`config.mk`:
```
export PLATFORM = sky130hd
export DESIGN_NAME = line_sensor_ctrl
export DESIGN_NICKNAME = d
export VERILOG_FILES = /design/src/rtl/lsc_pkg.sv /design/src/rtl/lsc_sclk_gen.sv /design/src/rtl/lsc_ser_tx.sv /design/src/rtl/lsc_deser_rx.sv /design/src/rtl/line_sensor_ctrl.sv
export SDC_FILE = /design/constraint.sdc
export NUM_CORES = 1
export LEC_CHECK = 0
export ABC_AREA = 0
export BUFFER_PORTS_ARGS = -buffer_cell sky130_fd_sc_hd__buf_2
export CAP_MARGIN = 20
export CELL_PAD_IN_SITES_DETAIL_PLACEMENT = 0
export CELL_PAD_IN_SITES_GLOBAL_PLACEMENT = 1
export CORE_MARGIN = 4
export CORE_UTILIZATION = 44
export DETAILED_ROUTE_END_ITERATION = 6
export PLACE_DENSITY = 0.75
export SLEW_MARGIN = 10
export SYNTH_ARGS = -nofsm -noshare
export SYNTH_HDL_FRONTEND = slang
export SYNTH_SLANG_ARGS = --single-unit
```
`constraint.sdc`:
```
create_clock -name clk -period 2.5 [get_ports clk]
set_input_delay 0.5 -clock clk [delete_from_list [all_inputs] [get_ports clk]]
set_output_delay 0.5 -clock clk [all_outputs]
set_load 0.02 [all_outputs]
```
`src/rtl/lsc_pkg.sv`:
```
package lsc_pkg;
    localparam int WORD_W = 16;
    localparam int PIX_W  = 8;

    typedef enum logic [2:0] {
        ST_BOOT    = 3'd0,
        ST_FETCH   = 3'd1,
        ST_SHIFT   = 3'd2,
        ST_WAIT    = 3'd3,
        ST_CAPTURE = 3'd4
    } lsc_state_e;
endpackage

```
`src/rtl/lsc_sclk_gen.sv`:
```
module lsc_sclk_gen #(
    parameter int HALF = 5
) (
    input  logic clk,
    input  logic rst_n,
    input  logic en,
    output logic sck,
    output logic rise,
    output logic fall
);
    localparam int CW = (HALF > 1) ? $clog2(HALF) : 1;
    localparam logic [CW-1:0] LAST = CW'(HALF - 1);

    typedef struct packed {
        logic [CW-1:0] cnt;
        logic          sck;
    } regs_t;

    regs_t q, d;

    always_comb begin
        d    = q;
        rise = 1'b0;
        fall = 1'b0;
        if (!en) begin
            d.cnt = '0;
            d.sck = 1'b0;
        end else if (q.cnt == LAST) begin
            d.cnt = '0;
            d.sck = ~q.sck;
            rise  = ~q.sck;
            fall  = q.sck;
        end else begin
            d.cnt = q.cnt + 1'b1;
        end
    end

    always_ff @(posedge clk) begin
        if (!rst_n) q <= '0;
        else        q <= d;
    end

    assign sck = q.sck;

    // the clock only rises while enabled
    p_rise_enabled_r2: assert property (@(posedge clk) disable iff (!rst_n)
        $rose(q.sck) |-> $past(en));
    // a running clock toggles only at the end of a full half period
    p_half_period_r2: assert property (@(posedge clk) disable iff (!rst_n)
        ($past(en) && (q.sck != $past(q.sck))) |-> ($past(q.cnt) == LAST));
endmodule

```
`src/rtl/lsc_ser_tx.sv`:
```
module lsc_ser_tx #(
    parameter int W = 16
) (
    input  logic         clk,
    input  logic         rst_n,
    input  logic         load,
    input  logic [W-1:0] word,
    input  logic         fall,
    output logic         sdo,
    output logic         done
);
    localparam int BW = $clog2(W);
    localparam logic [BW-1:0] LAST = BW'(W - 1);

    typedef struct packed {
        logic [W-1:0]  sh;
        logic [BW-1:0] cnt;
    } regs_t;

    regs_t q, d;

    always_comb begin
        d    = q;
        done = 1'b0;
        if (load) begin
            d.sh  = word;
            d.cnt = '0;
        end else if (fall) begin
            d.sh  = {q.sh[W-2:0], 1'b0};
            d.cnt = q.cnt + 1'b1;
            done  = (q.cnt == LAST);
        end
    end

    always_ff @(posedge clk) begin
        if (!rst_n) q <= '0;
        else        q <= d;
    end

    assign sdo = q.sh[W-1];

    // a finished word leaves the line low
    p_empty_after_word_r6: assert property (@(posedge clk) disable iff (!rst_n)
        done |=> !sdo);
endmodule

```
`src/rtl/lsc_deser_rx.sv`:
```
module lsc_deser_rx #(
    parameter int W = 8
) (
    input  logic         clk,
    input  logic         rst_n,
    input  logic         clear,
    input  logic         sample,
    input  logic         bit_in,
    output logic [W-1:0] byte_out,
    output logic         byte_vld
);
    localparam int BW = $clog2(W);
    localparam logic [BW-1:0] LAST = BW'(W - 1);

    typedef struct packed {
        logic [W-2:0]  sh;
        logic [BW-1:0] cnt;
    } regs_t;

    regs_t q, d;

    always_comb begin
        d        = q;
        byte_vld = 1'b0;
        byte_out = {q.sh, bit_in};
        if (clear) begin
            d = '0;
        end else if (sample) begin
            if (q.cnt == LAST) begin
                byte_vld = 1'b1;
                d.cnt    = '0;
            end else begin
                d.sh  = {q.sh[W-3:0], bit_in};
                d.cnt = q.cnt + 1'b1;
            end
        end
    end

    always_ff @(posedge clk) begin
        if (!rst_n) q <= '0;
        else        q <= d;
    end

    // a byte completes only on a sampling edge
    p_vld_on_sample_r8: assert property (@(posedge clk) disable iff (!rst_n)
        byte_vld |-> sample);
endmodule

```
`src/rtl/line_sensor_ctrl.sv`:
```
module line_sensor_ctrl
    import lsc_pkg::*;
#(
    parameter int SCK_HALF        = 5,
    parameter int STARTUP_CYCLES  = 1000,
    parameter int INSTR_DEPTH     = 32,
    parameter int PIXELS_PER_LINE = 1024
) (
    input  logic                               clk,
    input  logic                               rst_n,
    output logic                               sclk,
    output logic                               sdout,
    input  logic                               sdin,
    output logic [$clog2(INSTR_DEPTH)-1:0]     instr_addr,
    input  logic [15:0]                        instr_word,
    output logic [$clog2(PIXELS_PER_LINE)-1:0] pix_addr,
    output logic [7:0]                         pix_data,
    output logic                               pix_we,
    output logic                               line_done
);
    localparam int IAW = $clog2(INSTR_DEPTH);
    localparam int ICW = IAW + 1;
    localparam int PAW = $clog2(PIXELS_PER_LINE);
    localparam int SUW = $clog2(STARTUP_CYCLES + 1);
    localparam logic [SUW-1:0] BOOT_LAST = SUW'(STARTUP_CYCLES - 1);
    localparam logic [ICW-1:0] DEPTH_C   = ICW'(INSTR_DEPTH);
    localparam logic [PAW-1:0] PIX_LAST  = PAW'(PIXELS_PER_LINE - 1);
    localparam logic [WORD_W-1:0] END_WORD = '1;

    typedef struct packed {
        lsc_state_e       state;
        logic [SUW-1:0]   boot_cnt;
        logic [ICW-1:0]   idx;
        logic [PAW-1:0]   pix_cnt;
        logic             wr_we;
        logic [PAW-1:0]   wr_addr;
        logic [PIX_W-1:0] wr_data;
        logic             done;
    } regs_t;

    regs_t q, d;

    logic             clk_en, sck_rise, sck_fall;
    logic             tx_load, tx_done;
    logic             rx_clear, rx_sample, rx_vld;
    logic [PIX_W-1:0] rx_byte;

    lsc_sclk_gen #(.HALF(SCK_HALF)) u_sclk (
        .clk  (clk),
        .rst_n(rst_n),
        .en   (clk_en),
        .sck  (sclk),
        .rise (sck_rise),
        .fall (sck_fall)
    );

    lsc_ser_tx #(.W(WORD_W)) u_tx (
        .clk  (clk),
        .rst_n(rst_n),
        .load (tx_load),
        .word (instr_word),
        .fall (sck_fall),
        .sdo  (sdout),
        .done (tx_done)
    );

    assign rx_sample = sck_rise && (q.state == ST_CAPTURE);

    lsc_deser_rx #(.W(PIX_W)) u_rx (
        .clk     (clk),
        .rst_n   (rst_n),
        .clear   (rx_clear),
        .sample  (rx_sample),
        .bit_in  (sdin),
        .byte_out(rx_byte),
        .byte_vld(rx_vld)
    );

    always_comb begin
        d        = q;
        d.wr_we  = 1'b0;
        d.done   = 1'b0;
        clk_en   = 1'b0;
        tx_load  = 1'b0;
        rx_clear = 1'b0;
        case (q.state)
            ST_BOOT: begin
                if (q.boot_cnt == BOOT_LAST) d.state = ST_FETCH;
                else                         d.boot_cnt = q.boot_cnt + 1'b1;
            end
            ST_FETCH: begin
                if ((q.idx == DEPTH_C) || (instr_word == END_WORD)) begin
                    d.state = ST_WAIT;
                end else begin
                    tx_load = 1'b1;
                    d.state = ST_SHIFT;
                end
            end
            ST_SHIFT: begin
                clk_en = 1'b1;
                if (tx_done) begin
                    d.idx   = q.idx + 1'b1;
                    d.state = ST_FETCH;
                end
            end
            ST_WAIT: begin
                clk_en   = 1'b1;
                rx_clear = 1'b1;
                if (sck_rise && sdin) begin
                    d.state   = ST_CAPTURE;
                    d.pix_cnt = '0;
                end
            end
            ST_CAPTURE: begin
                clk_en = 1'b1;
                if (rx_vld) begin
                    d.wr_we   = 1'b1;
                    d.wr_addr = q.pix_cnt;
                    d.wr_data = rx_byte;
                    if (q.pix_cnt == PIX_LAST) begin
                        d.done  = 1'b1;
                        d.state = ST_WAIT;
                    end else begin
                        d.pix_cnt = q.pix_cnt + 1'b1;
                    end
                end
            end
            default: d.state = ST_BOOT;
        endcase
    end

    always_ff @(posedge clk) begin
        if (!rst_n) q <= regs_t'('0);
        else        q <= d;
    end

    assign instr_addr = q.idx[IAW-1:0];
    assign pix_addr   = q.wr_addr;
    assign pix_data   = q.wr_data;
    assign pix_we     = q.wr_we;
    assign line_done  = q.done;

    // serial clock idle through startup and fetch
    p_boot_quiet_r1: assert property (@(posedge clk) disable iff (!rst_n)
        (q.state inside {ST_BOOT, ST_FETCH}) |-> !sclk);
    // data to the sensor is frozen while the clock is high
    p_sdo_stable_r3: assert property (@(posedge clk) disable iff (!rst_n)
        sclk |-> $stable(sdout));
    // never shift beyond the instruction memory
    p_script_bound_r5: assert property (@(posedge clk) disable iff (!rst_n)
        (q.state == ST_SHIFT) |-> (q.idx < DEPTH_C));
    // data line low outside word transmission
    p_sdo_idle_r6: assert property (@(posedge clk) disable iff (!rst_n)
        (q.state != ST_SHIFT) |-> !sdout);
    // writes come only from the capture phase
    p_write_source_r7: assert property (@(posedge clk) disable iff (!rst_n)
        pix_we |-> ($past(q.state) == ST_CAPTURE));
    // each write is a single-cycle pulse
    p_we_pulse_r8: assert property (@(posedge clk) disable iff (!rst_n)
        pix_we |=> !pix_we);
    // done coincides with the last write of the line
    p_done_last_r9: assert property (@(posedge clk) disable iff (!rst_n)
        line_done |-> (pix_we && (pix_addr == PIX_LAST)));
endmodule

```
### Word level (Yosys, flattened, before mapping)

Cells that the tools add are included.

| operators by class | value |
|---|---|
| add/sub/neg operators | 6 |
| equal/unequal tests | 17 |
| muxes and demuxes | 28 |
| bitwise operators | 5 |
| reduce and logical (&&, ||, !) cells | 19 |

Operator list:

| kind | number |
|---|---|
| $mux 20 | 2 |
| $mux 30 | 1 |
| $add 10x1->10 const B | 2 |
| $eq 10x10->1 const B | 2 |
| $mux 10 | 2 |
| $pmux 10 s2 | 1 |
| $mux 3 | 6 |
| $eq 16x16->1 const B | 1 |
| $mux 1 | 15 |
| $pmux 3 s5 | 1 |
| $reduce_and 2->1 | 6 |
| $ne 2x2->1 const B | 5 |
| $eq 3x3->1 const B | 3 |
| $add 3x1->3 const B | 2 |
| $add 6x1->6 const B | 1 |
| $eq 3x2->1 const B | 2 |
| $eq 6x6->1 const B | 1 |
| $reduce_or 3->1 | 2 |
| $not 1->1 | 5 |
| $reduce_and 5->1 | 1 |
| $add 4x1->4 const B | 1 |
| $eq 4x4->1 const B | 1 |
| $reduce_and 4->1 | 1 |
| $reduce_bool 2->1 | 2 |
| other kinds (7) | 9 |

| word-level totals | value |
|---|---|
| bits in registers | 83 |
| bits of input ports | 19 |
| output and inout bits | 27 |
| logic and storage cells | 89 |

### Longest topological paths before layout

| depth | value |
|---|---|
| word-level depth | 9 |
| mapped depth | 9 |
| gate-level depth less buffers | 7 |

### By module

Synthesis repeated with hierarchy kept, for this count alone.

| second synthesis, totals | value |
|---|---|
| cell total of the unflattened synthesis | 462 |
| area, all modules | 4195.3 µm² |

Modules (own cells, without submodules):

| module | times used | cells an instance | area an instance (µm²) | seq. area each (µm²) |
|---|---|---|---|---|
| line_sensor_ctrl | 1 | 301 | 2511.2 | 980.9 |
| lsc_ser_tx | 1 | 91 | 1003.5 | 400.4 |
| lsc_deser_rx | 1 | 48 | 484.2 | 200.2 |
| lsc_sclk_gen | 1 | 22 | 196.4 | 80.1 |

### Worst setup path before layout

No wires, ideal clock.

| timing path | value |
|---|---|
| path kind | input -> register |
| start point | input instr_word[7] |
| end point | register u_tx.q[6] (netlist bit) |
| library setup time | 0.116 ns |
| data arrival time | 1.736 ns |
| data required time | 2.384 ns |
| slack | 0.648 ns |
| stages | 6 |
| buffers on the path | 1 |
| cell sequence | nand4_1 > or4_1 > nand3_1 > clkbuf_1 > nand2_1 > o211a_1 |

| on the way | value |
|---|---|
| longest elaborated chain between the ends | 5 |
| elaborated cells on any way between the ends | 6 |
| classes of those cells | eq/ne: 1; mux: 3; reduce/logical: 2 |

Ends and longest elaborated chain:

| what | RTL line | source |
|---|---|---|
| start: declaration | line_sensor_ctrl.sv:15 | `input logic [15:0] instr_word,` |
| $eq 16x16->1 * | line_sensor_ctrl.sv:92 | `if ((q.idx == DEPTH_C) \|\| (instr_word == END_WORD)) begin` |
| $logic_or 1x1->1 * | line_sensor_ctrl.sv:92 |  |
| $mux 1 * | line_sensor_ctrl.sv:92 |  |
| $mux 1 * | line_sensor_ctrl.sv:86 | `case (q.state)` |
| $mux 20 / $reduce_bool 2->1 (equally long branches) | n/a |  |
| end signal: assignment | lsc_ser_tx.sv:36 | `if (!rst_n) q <= '0;` |
| end signal: assignment | lsc_ser_tx.sv:37 | `else q <= d;` |
| end: declaration | lsc_ser_tx.sv:20 | `regs_t q, d;` |

Mark *: on every way between the ends. The rest lies on a longest branch, timed or not.
A chain may end at the register's enable or synchronous reset.

### Final worst setup path

| timing path | value |
|---|---|
| start point | register q[48] (netlist bit) |
| end point | register q[35] (netlist bit) |

| on the way | value |
|---|---|
| longest elaborated chain between the ends | 7 |
| elaborated cells on any way between the ends | 11 |
| classes of those cells | eq/ne: 4; mux: 5; reduce/logical: 2 |

Ends and longest elaborated chain:

| what | RTL line | source |
|---|---|---|
| start: declaration | line_sensor_ctrl.sv:41 | `regs_t q, d;` |
| start signal: assignment | line_sensor_ctrl.sv:133 | `if (!rst_n) q <= regs_t'('0);` |
| $eq 3x3->1 / $eq 3x2->1 (equally long branches) | line_sensor_ctrl.sv:86 |  |
| $reduce_or 3->1 (no source line) | n/a |  |
| $mux 1 | line_sensor_ctrl.sv:86 |  |
| $mux 1 | lsc_sclk_gen.sv:25 | `if (!en) begin` |
| $mux 1 | lsc_ser_tx.sv:28 | `end else if (fall) begin` |
| $mux 1 | lsc_ser_tx.sv:25 | `if (load) begin` |
| $reduce_and 2->1 (no source line) * | n/a |  |

Marked as above.

==> run_results.csv <==
group,metric,value,unit
floorplanning,die_y,104,um
setup_path,path_depth,5,
power_and_ir_drop,vdd_drop_max,276,uV
logic_synthesis,async_flop_share,0,%
grt,grt_pass1_vias,2846,
cells_and_area,drive_gt1_share,15.7,%
grt,antenna_found_initial,0,
detailed_routing,drt_pass1_iterations,5,
clock_tree,htree_levels,3,
logic_synthesis,syn-cell-area,4040,um2
sta,fmaxAchievable,0.462,GHz
placement,numPortBuffers,45,
outcome,run_status,"finished, final reports clean",
floorplanning,ios,46,
clock_tree,ctsHoldBuffers,0,
setup_path,critPathRequiredTime,2.74,ns
clock_tree,clk_pin_slew_worst_paths,0.08,ns
clock_tree,cts_sinks,83,
placement,dp_hpwl,5.03,mm
setup_path,path_delay_family,"simple AND/OR/NAND/NOR gates",
grt,grt_start_max_net_pins,48,
cells_and_area,fin_nets,500,
setup_path,arrival,2.41,ns
setup_path,rr_endpoint,"q[35]",
detailed_routing,wirelength,7.38,mm
logic_synthesis,syn_area_per_cell,8.88,um2
setup_path,cp-end-kind,"flip-flop",
setup_path,endpoint,"q[35]",
sta,hold_violations,0,
clock_tree,cts_root_buffer,"clkbuf_8",
setup_path,reg2reg_from,"q[48]",
sta,setup-tns-final,0,ns
logic_synthesis,synth-edff-count,0,
power_and_ir_drop,power_density,577,nW/um2
setup_path,cp_num_buf_inv,0,
detailed_routing,vias,3014,
sta,worstMarginPinSlew,0.675,ns
setup_path,r2r_cells,5,
clock_tree,clk_latency,0.35,ns
sta,rsz0062_at_grt,"false",
setup_path,slowest_delay,0.54,ns
grt,grt_usage,14.4,%
detailed_routing,ant_nets,0,
power_and_ir_drop,p_leak,0.00184,uW
grt,grtUsageMet2,22.1,%
logic_synthesis,synth.area.top_cells,"dfxtp_1 41%, nand2_1 6.9%, mux2i_1 4.7%",
detailed_routing,drc,0,
floorplanning,rows,34,
grt,grt_busiest_layer,"met2",
detailed_routing,vias_per_cell,5.15,
cells_and_area,area_growth,9.45,%
setup_path,cp-startpoint,"q[48]",
cells_and_area,antenna_cells,0,
setup_path,criticalPathCategory,"reg -> reg",
floorplanning,start_util,45.7,%
sta,finalMaxSlewViolations,0,
setup_path,worst_path_max_delay_cell,"dfxtp_1",
floorplanning,die_w,104,um
power_and_ir_drop,total_power,2550,uW
logic_synthesis,yosysWarnings,0,
grt,grt_use_met3,2.99,%
sta,fin_crit,2.17,ns
logic_synthesis,seq_area_frac_synth,41.1,%
clock_tree,post_cts_buffers,0,
sta,clock_skew,0.00903,ns
job,max_cap_viol_count,0,
setup_path,rrSetupSlack,0.33,ns
detailed_routing,wl_per_cell,12.6,um
clock_tree,cts_tree,"done",
detailed_routing,drt-initial-drc-count,78,
floorplanning,fp.dieArea,10800,um2
sta,max-slew-margin-rel,54.8,%
setup_path,critPathMaxFanout,13,
grt,grt_pass1_wl,13.1,mm
grt,grtUsageMet1,19.6,%
clock_tree,clock_path_buffers,2,
logic_synthesis,syn_inst,455,
sta,fin_crit_sh,86.6,%
logic_synthesis,ys_types,47,
sta,setup_viol,0,
floorplanning,core,8850,um2
clock_tree,cts_resized,0,
logic_synthesis,synth_top_cell_area_share,41.1,%
placement,gp_congestion,0.771,
setup_path,cp_cell_sequence,"or3b_1 > a2111oi_4 > nand4_1 > xnor2_1 > and2_1",
logic_synthesis,yosys.area.top_type,"dfxtp_1",
clock_tree,cts_made_buffers,9,
logic_synthesis,synth_top_flop_cell,"dfxtp_1",
logic_synthesis,synth_nets,483,
setup_path,cp-start-kind,"flip-flop",
worst_hold_path,hold_path.class,"in -> reg",
grt,gr-total-overflow,0,
logic_synthesis,synth-seq-cells,83,
## registers in the layout, summed over array words and instances (netlist names)
name,flops
instr_addr,5
u_rx.q,3
pix_data,8
line_done,1
u_sclk.sck,1
q,24
u_tx.sdo,1
pix_we,1
u_sclk.q,3
pix_addr,10
u_tx.q,19
u_rx.byte_out,7
## logic make-up (layout without fill, tap and decap cells)
| family | after synthesis | in the layout | share of synthesized area, % |
|---|---|---|---|
| and+or+nand+nor | 192 | 192 | 24.4 |
| adders and majority gates | 9 | 9 | 2.79 |
| muxes | 19 | 19 | 4.71 |
| buffers and inverters | 57 | 79 | 8.30 |
| xor gates and xnor gates | 27 | 27 | 5.85 |
| AOI/OAI and AO/OA | 68 | 68 | 12.8 |
| DFF | 83 | 83 | 41.1 |
## worst min-delay path by stage
stage,from,endpoint,slack (ns),cells past startpoint
finish,instr_word[7],u_tx.q[11],0.40,2
global route,instr_word[12],u_tx.q[16],0.39,2
CTS,instr_word[7],u_tx.q[11],0.38,2
detailed placement,u_sclk.q[1],u_sclk.q[1],0.44,1
global placement,u_sclk.q[1],u_sclk.q[1],0.43,1
floorplan,u_sclk.q[1],u_sclk.q[1],0.42,1
## cells in the final DEF, fill, tap and decap left out, types with 5 or more instances in the layout
cell	netlist	routed
buf_4	23	8
xor2_1	7	7
ha_1	9	9
and3_1	5	5
dfxtp_1	83	83
nand2_1	74	74
o211a_1	15	15
nand3_1	23	23
inv_1	9	9
o21ai_0	11	11
nor2b_1	5	5
nor3_1	8	8
and2_1	14	14
xnor2_1	20	20
clkbuf_8	0	10
nor2_1	23	23
a21oi_1	11	11
nand4_1	12	12
a21boi_0	19	19
buf_2	7	45
nor4_1	9	9
mux2i_1	19	19
## per-stage QoR
stage          hold slack, ns  cells  instance area, um2  util (%)  worst slack [ns]
2_1_floorplan           0.417    455                4040         -             0.648
3_3_place_gp            0.434    569                4180      47.2             0.364
3_5_place_dp            0.440    569                4180      47.2             0.328
4_1_cts                 0.381    585                4420      50.0             0.311
5_1_grt                 0.392    585                4420      50.0             0.205
6_report                0.399    585                4420      50.0             0.334
## synthesized netlist by cell type (2+ instances only)
library cell and n:
nor4_1 9, nor3_1 8, buf_4 23, nor2b_1 5, or3b_1 3, nand2b_1 2
clkbuf_1 15, and2_1 14, nor2_1 23, a21oi_1 11, nand2_1 74, o21ai_0 11
nand3_1 23, or3_1 2, and3b_1 2, o211a_1 15, buf_2 7, mux2i_1 19
a21o_1 3, nand4_1 12, ha_1 9, xnor2_1 20, and3_1 5, buf_6 2
xor2_1 7, inv_1 9, dfxtp_1 83, nand3b_1 2, a21boi_0 19
## power breakdown
group / switching (uW) / internal (uW) / leakage [uW]
Clock: 473 / 692 / 0.000117
Sequential: 3.86 / 1320 / 0.000669
Combinational: 33.5 / 23.8 / 0.00105
Total: 511 / 2040 / 0.00184
## layer usage
| metal | vias to the layer above | part of all wire (%) | wire [um] |
|---|---|---|---|
| li1 | 1579 | - | - |
| met1 | 1366 | 51 | 3730 |
| met4 | 0 | 1.6 | 119 |
| met2 | 60 | 44 | 3230 |
| met5 | - | 0 | 0 |
| met3 | 9 | 4.1 | 301 |
## cell type report
| cell class | count | area (um2) |
|---|---|---|
| clock buffer | 12 | 145 |
| clock inverter | 4 | 97.6 |
| fill | 875 | 4430 |
| inverter | 9 | 33.8 |
| multi-input combinational | 315 | 2040 |
| sequential | 83 | 1660 |
| tap | 108 | 135 |
| timing repair buffer | 54 | 305 |
No activity file was read; power rests on OpenSTA's default activity.
